**config.mk**
```make
export PLATFORM = sky130hd
export DESIGN_NAME = exc_resolver
export DESIGN_NICKNAME = d
export VERILOG_FILES = /design/src/rtl/exc_resolver_pkg.sv /design/src/rtl/exc_resolver_ctrl.sv /design/src/rtl/exc_resolver_dp.sv /design/src/rtl/exc_resolver.sv
export SDC_FILE = /design/constraint.sdc
export NUM_CORES = 1
export LEC_CHECK = 0
export ABC_AREA = 1
export BUFFER_PORTS_ARGS = -buffer_cell sky130_fd_sc_hd__buf_2
export CAP_MARGIN = 20
export CORE_MARGIN = 5
export CORE_UTILIZATION = 45
export DETAILED_ROUTE_END_ITERATION = 7
export GPL_TIMING_DRIVEN = 1
export HOLD_SLACK_MARGIN = 0.05
export PLACE_DENSITY = 0.74
export SYNTH_ARGS = -nofsm -noshare
export SYNTH_HDL_FRONTEND = slang
export SYNTH_SLANG_ARGS = --single-unit
```
**constraint.sdc**
```tcl
create_clock -name clk -period 2.34 [get_ports clk]
set_clock_uncertainty 0.2 [all_clocks]
set_input_delay 0.117 -clock clk [delete_from_list [all_inputs] [get_ports clk]]
set_output_delay 0.117 -clock clk [all_outputs]
set_load 0.02 [all_outputs]
```
**src/rtl/exc_resolver_pkg.sv**
```systemverilog
package exc_resolver_pkg;
  localparam int NPER  = 13;
  localparam int LVLW  = 4;
  localparam int CODEW = 12;

  typedef enum logic [1:0] {EV_RST, EV_BRK, EV_EXC, EV_INT} evClass_e;

  typedef struct packed {
    logic             load;
    evClass_e         cls;
    logic [CODEW-1:0] code;
  } evStrobe_t;

  // Event code of on-chip source idx (order: DMA end 0..7, DMA error, serial x4)
  function automatic logic [CODEW-1:0] perCode(input int idx);
    logic [CODEW-1:0] c;
    if (idx < 4)       c = 12'h640 + CODEW'(idx * 32);
    else if (idx < 8)  c = 12'h780 + CODEW'((idx - 4) * 32);
    else if (idx == 8) c = 12'h6C0;
    else               c = 12'h700 + CODEW'((idx - 9) * 32);
    return c;
  endfunction

  function automatic logic [CODEW-1:0] extCode(input logic [LVLW-1:0] lvl);
    logic [LVLW-1:0] inv;
    inv = 4'hF - lvl;
    return {3'b000, inv, 5'b00000} + 12'h200;
  endfunction
endpackage

```
**src/rtl/exc_resolver_ctrl.sv**
```systemverilog
module exc_resolver_ctrl
  import exc_resolver_pkg::*;
#(
  parameter logic [CODEW-1:0] BRK_CODE = 12'h1E0,
  parameter logic [CODEW-1:0] RST_CODE = 12'h000
) (
  input  logic                 takenQ,
  input  logic                 resetReq,
  input  logic                 brkReq,
  input  logic                 excReq,
  input  logic [CODEW-1:0]     excCode,
  input  logic [LVLW-1:0]      extLevel,
  input  logic [NPER-1:0]      perReq,
  input  logic [NPER*LVLW-1:0] perLevel,
  input  logic [LVLW-1:0]      imask,
  output evStrobe_t            stb
);
  logic [CODEW-1:0] codeTab [NPER];

  genvar g;
  generate
    for (g = 0; g < NPER; g++) begin : g_code
      assign codeTab[g] = perCode(g);
    end
  endgenerate

  logic [LVLW-1:0]  bestLvl;
  logic             bestHit;
  logic [CODEW-1:0] bestCode;

  // Strictly-greater compare keeps the earlier (lower order) source on ties
  // and rejects anything at or below the mask, including level 0.
  always_comb begin
    bestLvl  = imask;
    bestHit  = 1'b0;
    bestCode = '0;
    if (extLevel > bestLvl) begin
      bestLvl  = extLevel;
      bestHit  = 1'b1;
      bestCode = extCode(extLevel);
    end
    for (int i = 0; i < NPER; i++) begin
      if (perReq[i] && (perLevel[i*LVLW +: LVLW] > bestLvl)) begin
        bestLvl  = perLevel[i*LVLW +: LVLW];
        bestHit  = 1'b1;
        bestCode = codeTab[i];
      end
    end
  end

  always_comb begin
    stb.load = 1'b0;
    stb.cls  = EV_INT;
    stb.code = bestCode;
    if (!takenQ) begin
      if (resetReq) begin
        stb.load = 1'b1; stb.cls = EV_RST; stb.code = RST_CODE;
      end else if (brkReq) begin
        stb.load = 1'b1; stb.cls = EV_BRK; stb.code = BRK_CODE;
      end else if (excReq) begin
        stb.load = 1'b1; stb.cls = EV_EXC; stb.code = excCode;
      end else if (bestHit) begin
        stb.load = 1'b1; stb.cls = EV_INT;
      end
    end
  end
endmodule

```
**src/rtl/exc_resolver_dp.sv**
```systemverilog
module exc_resolver_dp
  import exc_resolver_pkg::*;
#(
  parameter logic [31:0] RESET_PC = 32'hA000_0000,
  parameter logic [31:0] EXC_OFS  = 32'h0000_0100,
  parameter logic [31:0] INT_OFS  = 32'h0000_0600
) (
  input  logic             clk,
  input  logic             rstN,
  input  evStrobe_t        stb,
  input  logic [31:0]      vbr,
  input  logic [31:0]      dbr,
  input  logic             dbgRedirect,
  output logic             takenQ,
  output logic [31:0]      targetPc,
  output logic [CODEW-1:0] expCode,
  output logic [CODEW-1:0] intCode
);
  logic [31:0] nextPc;

  always_comb begin
    unique case (stb.cls)
      EV_RST:  nextPc = RESET_PC;
      EV_BRK:  nextPc = dbgRedirect ? dbr : (vbr + EXC_OFS);
      EV_EXC:  nextPc = vbr + EXC_OFS;
      default: nextPc = vbr + INT_OFS;
    endcase
  end

  always_ff @(posedge clk or negedge rstN) begin
    if (!rstN) begin
      takenQ   <= 1'b0;
      targetPc <= '0;
      expCode  <= '0;
      intCode  <= '0;
    end else begin
      takenQ <= stb.load;
      if (stb.load) begin
        targetPc <= nextPc;
        if (stb.cls == EV_INT) intCode <= stb.code;
        else                   expCode <= stb.code;
      end
    end
  end
endmodule

```
**src/rtl/exc_resolver.sv**
```systemverilog
module exc_resolver
  import exc_resolver_pkg::*;
#(
  parameter logic [31:0] RESET_PC = 32'hA000_0000,
  parameter logic [11:0] BRK_CODE = 12'h1E0
) (
  input  logic         clk,
  input  logic         rstN,
  input  logic         resetReq,
  input  logic         brkReq,
  input  logic         excReq,
  input  logic [11:0]  excCode,
  input  logic [3:0]   extLevel,
  input  logic [12:0]  perReq,
  input  logic [51:0]  perLevel,
  input  logic [3:0]   imask,
  input  logic [31:0]  vbr,
  input  logic [31:0]  dbr,
  input  logic         dbgRedirect,
  output logic         taken,
  output logic [31:0]  targetPc,
  output logic [11:0]  expCode,
  output logic [11:0]  intCode
);
  evStrobe_t stb;
  logic      takenQ;

  exc_resolver_ctrl #(.BRK_CODE(BRK_CODE)) u_ctrl (
    .takenQ(takenQ), .resetReq(resetReq), .brkReq(brkReq), .excReq(excReq),
    .excCode(excCode), .extLevel(extLevel), .perReq(perReq),
    .perLevel(perLevel), .imask(imask), .stb(stb)
  );

  exc_resolver_dp #(.RESET_PC(RESET_PC)) u_dp (
    .clk(clk), .rstN(rstN), .stb(stb), .vbr(vbr), .dbr(dbr),
    .dbgRedirect(dbgRedirect), .takenQ(takenQ), .targetPc(targetPc),
    .expCode(expCode), .intCode(intCode)
  );

  assign taken = takenQ;
endmodule

```
==> flow_summary.ini, run 1 <==
[outcome]
status = complete, but fails checks
violations = setup timing

[synthesis]
synth_top_area_cell = dfrtp_1
ys_top_cells_by_area = dfrtp_1 20%, nand2_1 12%, nand3_1 9.0%
syn_inst = 1057
syn-mean-instance-area_sq_um = 6.81
synth.distinct_cells = 51
synthFlopType = dfrtp_1
syn_area_sq_mm = 0.00720
ys_seq_elements = 57
syn_nets = 1249
yosys.area.top_type_share = 0.198
synth_edf_count = 0
async_flop_share = 1.00
seq_area_frac_synth = 0.198
yosysWarnings = 0

[clock_network]
clk_pin_slew_ps = 60
cts_tree = done
root_buffer = clkbuf_16
h-tree-depth = 3
cts_buffer_depth = 2
cts_sinks = 57
cts-buffers-inserted = 9
insertion_delay_ps = 330

[final_layout]
n_fill_cell = 1034
layout_commonest_cell = buf_4
nets = 1736
final_area_sq_mm = 0.0122
post-route-util = 0.774
final_cell_mix = 212 x buf_4, 205 x buf_2, 172 x nand2_1
area_delta_synth_final_pct = 69.6
layout-drive-gt1-share = 0.509

[global_routing]
grt_pass1_wl_um = 42000
first_global_vias = 9033
track_usage = 0.277
grt_max_degree = 58
grt-ovfl-total = 0
antenna_found_initial = 1

[run]
maxCapViolCount = 0

[timing]
rsz0062_at_grt = yes
period_share = 5.72
drv_slew = 0
whs_ps = 59.9
fmax_mhz = 74.7
hold_viol = 0
worstMarginPinSlew_ps = 634
fin_ws_ps = -11050
slew_headroom = 0.577
period_minus_slack_ps = 13390
finalSetupViolations = 45

[route]
drt-initial-drc-count = 712
drc_errors = 0
routedWlPerCell_um = 16.9
wl_met1_um = 11200
first_pass_iters = 5
viasPerCell = 5.33
highest_layer = met4
wirelength_um = 29900
wl_met2_um = 15200
drtAntennaViolNets = 0
route.met3.wl_um = 2030
vias = 9433

[critical_path]
cp_slowest_stage_delay_ps = 290
slowest_stage = ha_4
end_kind = flop
cp.required_ps = 2400
cp_max_fo = 7
worstSetupStartpointType = primary input
cp.arrival_ps = 13450
crit_top_cell = nand2_4
critical_path_class = in2reg

[die]
core_sq_mm = 0.0158
core.rowCount = 46
ios = 212
die-area_sq_mm = 0.0186
initial_core_util = 0.456
die_h_um = 136
die_w_um = 136

[placed_design]
dp_worst_setup_slack_ps = -11070
port_buffers = 211
gp_congestion = 0.966
dpl_cell_area_sq_mm = 0.00989
dp_hpwl_um = 19200

[power_and_ir_drop]
leakagePower_nw = 6.24
p_per_area_mw_per_mm2 = 1590
vdd_drop_max_uv = 1180

[worst_hold_path]
hp-class = in2reg
## worst max-delay path, delay by kind of cell
family,cells,cell delay [ps]
AOI/OAI and AO/OA,25,2880
buffers and inverters,29,2250
and+or+nand+nor,54,4660
adders and majority gates,13,3490
## metrics by stage
stage,TNS [ps],power (mW),cells
after detailed placement,-497020,13.1,1646
final,-495070,19.4,1770
after CTS,-465290,16.1,1756
after global routing,-526090,20.8,1766
after global placement,-475310,12.8,1646
after floorplan,-487790,9.24,1057
## synthesized netlist by cell type (2+ instances only)
cell,instances
nor4_1,3
nand3_2,30
nor2_1,71
inv_1,145
nor2_4,10
inv_2,18
nand3_4,3
clkinv_1,2
clkbuf_8,6
a21oi_2,4
ha_1,37
o221ai_1,10
o21ai_1,12
nand3_1,129
xnor2_1,7
nand2_4,36
o211ai_1,8
o21bai_1,12
nor3_1,6
buf_6,6
a31oi_1,10
nand2_1,234
a41oi_1,2
dfrtp_1,57
clkbuf_1,4
o21a_1,2
a22oi_1,4
a22o_1,13
nor2_2,10
o21ai_2,2
buf_8,3
nand4_1,9
xor2_1,15
buf_12,3
nor2_8,2
nand2_2,46
a32oi_1,2
a21oi_1,20
a21boi_0,2
o21ai_0,51
## layer usage
| layer | up-vias | GRT usage |
|---|---|---|
| met4 | 0 | 0.114 |
| met1 | 4336 | 0.328 |
| li1 | 4469 | - |
| met2 | 493 | 0.491 |
| met3 | 135 | 0.0514 |
| met5 | - | 0 |
## where the power goes
part / internal (mW) / switching [mW]
sequential: 1.30 / 0.198
combinational: 7.52 / 8.88
clock: 1.04 / 0.489
total: 9.86 / 9.57
## final timing paths
check / cells after the start / end / from / slack [ps]
max in group asynchronous: 3 / u_dp.expCode[8]$_DFFE_PN0P_ / rstN / 1200
min in group asynchronous: 2 / u_dp.targetPc[20]$_DFFE_PN0P_ / rstN / 150
worst max-delay path: 121 / u_dp.intCode[5]$_DFFE_PN0P_ / imask[3] / -11050
worst max register to register: 13 / u_dp.targetPc[20]$_DFFE_PN0P_ / u_dp.takenQ$_DFF_PN0_ / 20
worst min-delay path: 5 / u_dp.targetPc[28]$_DFFE_PN0P_ / dbr[28] / 60
worst min register to register: 2 / u_dp.expCode[10]$_DFFE_PN0P_ / u_dp.expCode[10]$_DFFE_PN0P_ / 270
## logic make-up after synthesis
kind of cell             after synthesis  share of synthesized area
AO/OA/AOI/OAI                        159                      0.142
XOR/XNOR                              22                     0.0268
adder cells (fa/ha/maj)               37                     0.0643
buffers and inverters                189                      0.125
flip-flops                            57                      0.198
AND/OR/NAND/NOR                      593                      0.444
## final cells by class
type                       count  area [sq um]  share of cell area
tap                          216           270              0.0221
clock buffer                   9           225              0.0184
antenna                        5          12.5             0.00102
clock inverter                 7           119             0.00974
sequential                    57          1430               0.117
inverter                     165           652              0.0534
timing repair buffer         499          3570               0.292
multi-input combinational    812          5940               0.486
## timing repair
| item | CTS | global route |
|---|---|---|
| endpoints found under the setup margin | 45 | 45 |
| hold endpoints to repair | 68 | 0 |
| gates resized for setup | 76 | 144 |
| hold buffers | 61 | 0 |
| setup buffers | 30 | 9 |
| cloned | 3 | 1 |
| pin swaps | 19 | 83 |
## state kept, by name, indices dropped and copies added, names as in the netlist
signal,cells
u_dp.intCode,12
u_dp.targetPc,32
u_dp.expCode,12
u_dp.takenQ,1
Power figures use the tool's default switching activity.
==> run 2, diff against run 1 <==
--- a/config.mk
+++ b/config.mk
@@ -16,4 +16,5 @@
 export PLACE_DENSITY = 0.74
 export SYNTH_ARGS = -nofsm -noshare
 export SYNTH_HDL_FRONTEND = slang
+export SYNTH_HIERARCHICAL = 1
 export SYNTH_SLANG_ARGS = --single-unit
==> run 2 against run 1 <==
Effect of this change:
- the run still ends with setup timing left
- first-iteration DRC count decreased by 10%
- final area barely moved
- clock-buffer cell count up 1
- sequential share of layout area about the same
- clock power decreased by 14%
- worst hold slack worse by 11 ps
- critical path type unchanged
- highest routed layer is now met5
==> flow_summary.ini, run 2 <==
[global_routing]
grt_max_degree = 25
grt-ovfl-total = 0
first_global_vias = 9233
antenna_found_initial = 4
grt_pass1_wl_um = 42100
track_usage = 0.280

[timing]
finalSetupViolations = 57
hold_viol = 0
drv_slew = 0
whs_ps = 48.9
period_share = 5.77
fin_ws_ps = -11170
worstMarginPinSlew_ps = 683
period_minus_slack_ps = 13510
fmax_mhz = 74.0
rsz0062_at_grt = yes
slew_headroom = 0.540
setup_tns_ps = -631090

[synthesis]
syn-mean-instance-area_sq_um = 6.21
ys_top_cells_by_count = 272 x nand2_1, 165 x inv_1, 152 x nand3_1, 97 x nor2_1, 84 x o21ai_0
synthFlopType = dfrtp_1
ys_seq_elements = 57
async_flop_share = 1.00
synth.most_common_cell = nand2_1
syn_area_sq_mm = 0.00710
synth_top_area_cell = dfrtp_1
synth.distinct_cells = 47
seq_area_frac_synth = 0.201
synth_edf_count = 0
ys_top_cells_by_area = dfrtp_1 20%, nand2_1 14%, nand3_1 11%
syn_inst = 1143
yosysWarnings = 6
yosys.area.top_type_share = 0.201
syn_nets = 1335

[placed_design]
port_buffers = 211
gp_congestion = 0.980
dp_hpwl_um = 19100

[critical_path]
crit_top_cell = nand2_4
rr_worst_depth = 11
cp_max_fo = 8
cp_slowest_stage_delay_ps = 320
startpoint = extLevel[3]
worstReg2RegStart = u_dp/takenQ$_DFF_PN0_
cp.required_ps = 2400
slowest_stage = ha_1
end_kind = flop
worstSetupStartpointType = primary input
cp.arrival_ps = 13570
critical_path_class = in2reg

[die]
core_sq_mm = 0.0157
core.rowCount = 46
initial_core_util = 0.453
die_w_um = 136
ios = 212
die-area_sq_mm = 0.0184
die_h_um = 136

[final_layout]
n_fill_cell = 1044
area_delta_synth_final_pct = 71.9
layout-drive-gt1-share = 0.474
nets = 1812
final_cell_mix = 230 x nand2_1, 205 x buf_2, 203 x buf_4
largest_reg_flops = 32
layout_commonest_cell = nand2_1
largest_register = u_dp/targetPc
largestRegisters = u_dp/targetPc (32), u_dp/expCode (12), u_dp/intCode (12)

[clock_network]
h-tree-depth = 3
root_buffer = clkbuf_16
cts_tree = done
cts-buffers-inserted = 9
cts_buffer_depth = 2
insertion_delay_ps = 330
clk_pin_slew_ps = 50
cts_sinks = 57

[power_and_ir_drop]
p_per_area_mw_per_mm2 = 1590
vdd_drop_max_uv = 1780
combPwrFrac = 0.847
leakagePower_nw = 6.32
p_int_mw = 9.65
switchingPower_mw = 9.71
seqPwrFrac = 0.084
p_sw_frac = 0.502
power.share.clock = 0.068

[route]
first_pass_iters = 5
drt-initial-drc-count = 641
drc_errors = 0
vias = 9760
routedWlPerCell_um = 16.1
viasPerCell = 5.29
wirelength_um = 29600
drtAntennaViolNets = 0

[outcome]
violations = setup timing
status = complete, but fails checks

[worst_hold_path]
holdCritStartpoint = dbr[29]
whs_path_depth = 7
hp-class = in2reg

[run]
maxCapViolCount = 0
run 2: routing by layer:
layer,vias up,share of wire,track usage
li1,4664,-,-
met1,4509,0.37,0.317
met2,457,0.50,0.499
met3,126,0.074,0.0565
met4,4,0.050,0.140
met5,-,0.00047,0
run 2: what timing repair did:
action,in CTS,in global routing
cloned,3,4
pin swaps,28,87
endpoints found under the setup margin,57,57
setup buffers,30,15
hold buffers,54,0
resized for setup,83,172
endpoints found under the hold margin,99,0
run 2: kinds of logic (layout without fill, tap and decap cells):
family	count (synthesis)	count (layout)	synth area share
other	0	4	0
buffers and inverters	210	691	0.119
adders and majority gates	37	37	0.0652
xor gates and xnor gates	8	8	0.00987
AOI/OAI and AO/OA	168	168	0.137
and+or+nand+nor	663	664	0.468
DFF	57	57	0.201
run 2: power by group through the flow:
stage                     combinational [mW]  sequential (mW)  clock [mW]
after CTS                               12.9             1.59        1.34
after global routing                    17.5             1.67        1.39
final                                   16.4             1.63        1.32
after detailed placement                11.3             1.58           0
after floorplan                         7.02             2.02           0
after global placement                  11.1             1.57           0
run 2: critical path: cells and delay by family:
family	cells	cell delay, ps
AND/OR/NAND/NOR	65	6280
adder cells (fa/ha/maj)	11	3150
AO/OA/AOI/OAI	20	2090
buffers and inverters	22	1870
run 2: final timing paths:
kind / end / slack [ps]
worst min register to register: u_dp/intCode[9]$_DFFE_PN0P_ / 280
worst min-delay path: u_dp/targetPc[29]$_DFFE_PN0P_ / 50
max in group asynchronous: u_dp/targetPc[29]$_DFFE_PN0P_ / 370
worst max-delay path: u_dp/targetPc[20]$_DFFE_PN0P_ / -11170
min in group asynchronous: u_dp/targetPc[18]$_DFFE_PN0P_ / 600
worst max register to register: u_dp/targetPc[20]$_DFFE_PN0P_ / 30
run 2: layout make-up:
type	instances	area, sq um	share of cell area
Multi-Input combinational cell	877	5930	0.486
Timing Repair Buffer	488	3530	0.289
Sequential cell	57	1430	0.117
Inverter	187	727	0.0596
Tap cell	216	270	0.0222
Clock buffer	10	239	0.0196
Clock inverter	6	66.3	0.00544
Antenna cell	4	10.0	0.000821
run 2: metrics by stage:
step | worst slack, ps | power [mW] | cells | cell area (sq um) | utilization
global route | -11850 | 20.6 | 1843 | 12200 | 0.779
global placement | -10780 | 12.6 | 1720 | 9800 | 0.626
detailed placement | -11350 | 12.9 | 1720 | 9800 | 0.626
CTS | -10670 | 15.9 | 1823 | 11300 | 0.719
floorplan | -10950 | 9.05 | 1143 | 7300 | -
finish | -11170 | 19.4 | 1845 | 12200 | 0.779
==> run 3, diff against run 2 <==
--- a/config.mk
+++ b/config.mk
@@ -6,7 +6,7 @@
 export NUM_CORES = 1
 export LEC_CHECK = 0
 export ABC_AREA = 1
-export BUFFER_PORTS_ARGS = -buffer_cell sky130_fd_sc_hd__buf_2
+export BUFFER_PORTS_ARGS = -buffer_cell sky130_fd_sc_hd__buf_4
 export CAP_MARGIN = 20
 export CORE_MARGIN = 5
 export CORE_UTILIZATION = 45
==> run 3 against run 2 <==
Effect of this change:
- the run still ends with setup timing left
- largest cell class unchanged
- critical path depth decreased by 1
- sequential power about the same
- critical path type unchanged
- fmax down 3.6%
- final cell count is 0.43% lower
- clock power about the same
- combinational power increased by 7%
- sequential share of layout area fell by 0.57 points
- worst hold slack better by 6.9 ps
- global-route usage rose by 0.28 points
- first-iteration DRC count rose by 31%
==> flow_summary.ini, run 3 (synthesis gave the netlist of run 2 again) <==
[global_routing]
antenna_found_initial = 0
grt_max_degree = 58
first_global_vias = 9231
track_usage = 0.283
grt_pass1_wl_um = 42700
grt-ovfl-total = 0

[critical_path]
cp_max_fo = 12
cp_slowest_stage_delay_ps = 310
crit_top_cell = nand2_4
slowest_stage = ha_1
critical_path_class = in2reg
startpoint = extLevel[3]
cp.arrival_ps = 14020
worstSetupStartpointType = primary input
timing.rr.end = u_dp/targetPc[20]$_DFFE_PN0P_
cp.required_ps = 2350
rr_worst_depth = 13
r2r_slack_ps = -40
worstReg2RegStart = u_dp/takenQ$_DFF_PN0_
end_kind = flop

[final_layout]
n_fill_cell = 950
insertedDiodeCount = 0
largest_register = u_dp/targetPc
area_delta_synth_final_pct = 80.7
layout_commonest_cell = buf_4
final_cell_mix = 402 x buf_4, 228 x nand2_1, 142 x inv_1
nets = 1808
largest_reg_flops = 32
largestRegisters = u_dp/targetPc (32), u_dp/expCode (12), u_dp/intCode (12)
layout-drive-gt1-share = 0.472

[route]
routedWlPerCell_um = 17.5
drt-initial-drc-count = 842
wirelength_um = 32200
first_pass_iters = 6
viasPerCell = 5.47
drc_errors = 0
vias = 10053
drtAntennaViolNets = 0

[timing]
period_minus_slack_ps = 14010
rsz0062_at_grt = yes
finalSetupViolations = 57
setup_tns_ps = -659490
fmax_mhz = 71.4
fin_ws_ps = -11670
drv_slew = 0
period_share = 5.99
hold_viol = 0
worstMarginPinSlew_ps = 737
slew_headroom = 0.508

[power_and_ir_drop]
vdd_drop_max_uv = 2250
totalPowerFinal_mw = 20.5
leakagePower_nw = 6.45
p_per_area_mw_per_mm2 = 1600

[worst_hold_path]
min_to = u_dp/targetPc[29]$_DFFE_PN0P_
whs_path_depth = 7
hp-class = in2reg
holdCritStartpoint = dbr[29]

[die]
die_h_um = 136
core_sq_mm = 0.0157
die-area_sq_mm = 0.0184
core.rowCount = 46
ios = 212
initial_core_util = 0.453
die_w_um = 136

[clock_network]
insertion_delay_ps = 330
root_buffer = clkbuf_16
clk_pin_slew_ps = 60
cts_tree = done
cts_buffer_depth = 2
cts-buffers-inserted = 9
h-tree-depth = 3
cts_sinks = 57

[outcome]
violations = setup timing
status = complete, but fails checks

[placed_design]
port_buffers = 211
gp_congestion = 0.973
dp_hpwl_um = 19600

[run]
maxCapViolCount = 0
run 3: cell count changes in the layout (fill, tap and decap cells not counted), moves of 4 or more:
| cell | before | now |
|---|---|---|
| buf_2 | 205 | 0 |
| buf_4 | 203 | 402 |
| diode_2 | 4 | 0 |
| dlygate4sd3_1 | 54 | 58 |
| ha_1 | 19 | 14 |
| ha_4 | 17 | 22 |
| nand2_2 | 64 | 58 |
| nand2_4 | 33 | 38 |
| nor2_1 | 76 | 85 |
| nor2_4 | 32 | 24 |
| o21ai_1 | 23 | 19 |
| o21ai_2 | 22 | 16 |
| o21ai_4 | 6 | 15 |
run 3: per-stage QoR:
step	setup slack (ps)	cells	hold slack [ps]	area, sq um	util
floorplan	-10950	1143	-379	7300	-
global placement	-10880	1707	27.5	10200	0.652
detailed placement	-11360	1707	34.8	10200	0.652
CTS	-10630	1826	50.9	11700	0.750
global route	-12340	1837	86.6	12800	0.819
finish	-11670	1837	55.8	12800	0.819
run 3: how the worst max path moves through the flow:
| stage | to | cells past startpoint | slack, ps |
|---|---|---|---|
| 2_1_floorplan | u_dp/targetPc[26]$_DFFE_PN0P_ | 123 | -10950 |
| 3_3_place_gp | u_dp/targetPc[27]$_DFFE_PN0P_ | 106 | -10880 |
| 3_5_place_dp | u_dp/expCode[8]$_DFFE_PN0P_ | 115 | -11360 |
| 4_1_cts | u_dp/targetPc[18]$_DFFE_PN0P_ | 119 | -10630 |
| 5_1_grt | u_dp/expCode[5]$_DFFE_PN0P_ | 118 | -12340 |
| 6_report | u_dp/expCode[5]$_DFFE_PN0P_ | 117 | -11670 |
run 3: area by class of cell:
type	count	area, sq um	area share
multi-input combinational	876	6060	0.473
tap	216	270	0.0211
clock inverter	7	71.3	0.00556
inverter	187	737	0.0575
timing repair buffer	485	4030	0.314
clock buffer	9	225	0.0176
sequential	57	1430	0.111
run 3: what timing repair did:
item | 4_1_cts | 5_1_grt
cloned | 3 | 3
endpoints found under the hold margin | 100 | 0
setup endpoints to repair | 57 | 57
setup buffers | 42 | 10
gates resized for setup | 68 | 194
pin swaps | 33 | 97
hold buffers | 58 | 0
run 3: worst max-delay path, delay by kind of cell:
kind / cells / cell delay [ps]
adders and majority gates: 11 / 3060
AOI/OAI and AO/OA: 20 / 2270
and+or+nand+nor: 62 / 6440
buffers and inverters: 24 / 2040
run 3: power breakdown:
| group | switching, mW | internal [mW] | leakage [nW] | total (mW) |
|---|---|---|---|---|
| clock | 0.475 | 0.820 | 0.137 | 1.29 |
| sequential | 0.262 | 1.37 | 0.734 | 1.63 |
| combinational | 9.48 | 8.14 | 5.58 | 17.6 |
| total | 10.2 | 10.3 | 6.45 | 20.5 |
run 3: metal layers:
metal | track usage | wire, um | vias to the layer above
met3 | 0.0405 | 2700 | 162
li1 | - | - | 4658
met5 | 0 | 0 | -
met4 | 0.0896 | 1540 | 0
met2 | 0.528 | 16200 | 631
met1 | 0.331 | 11800 | 4602
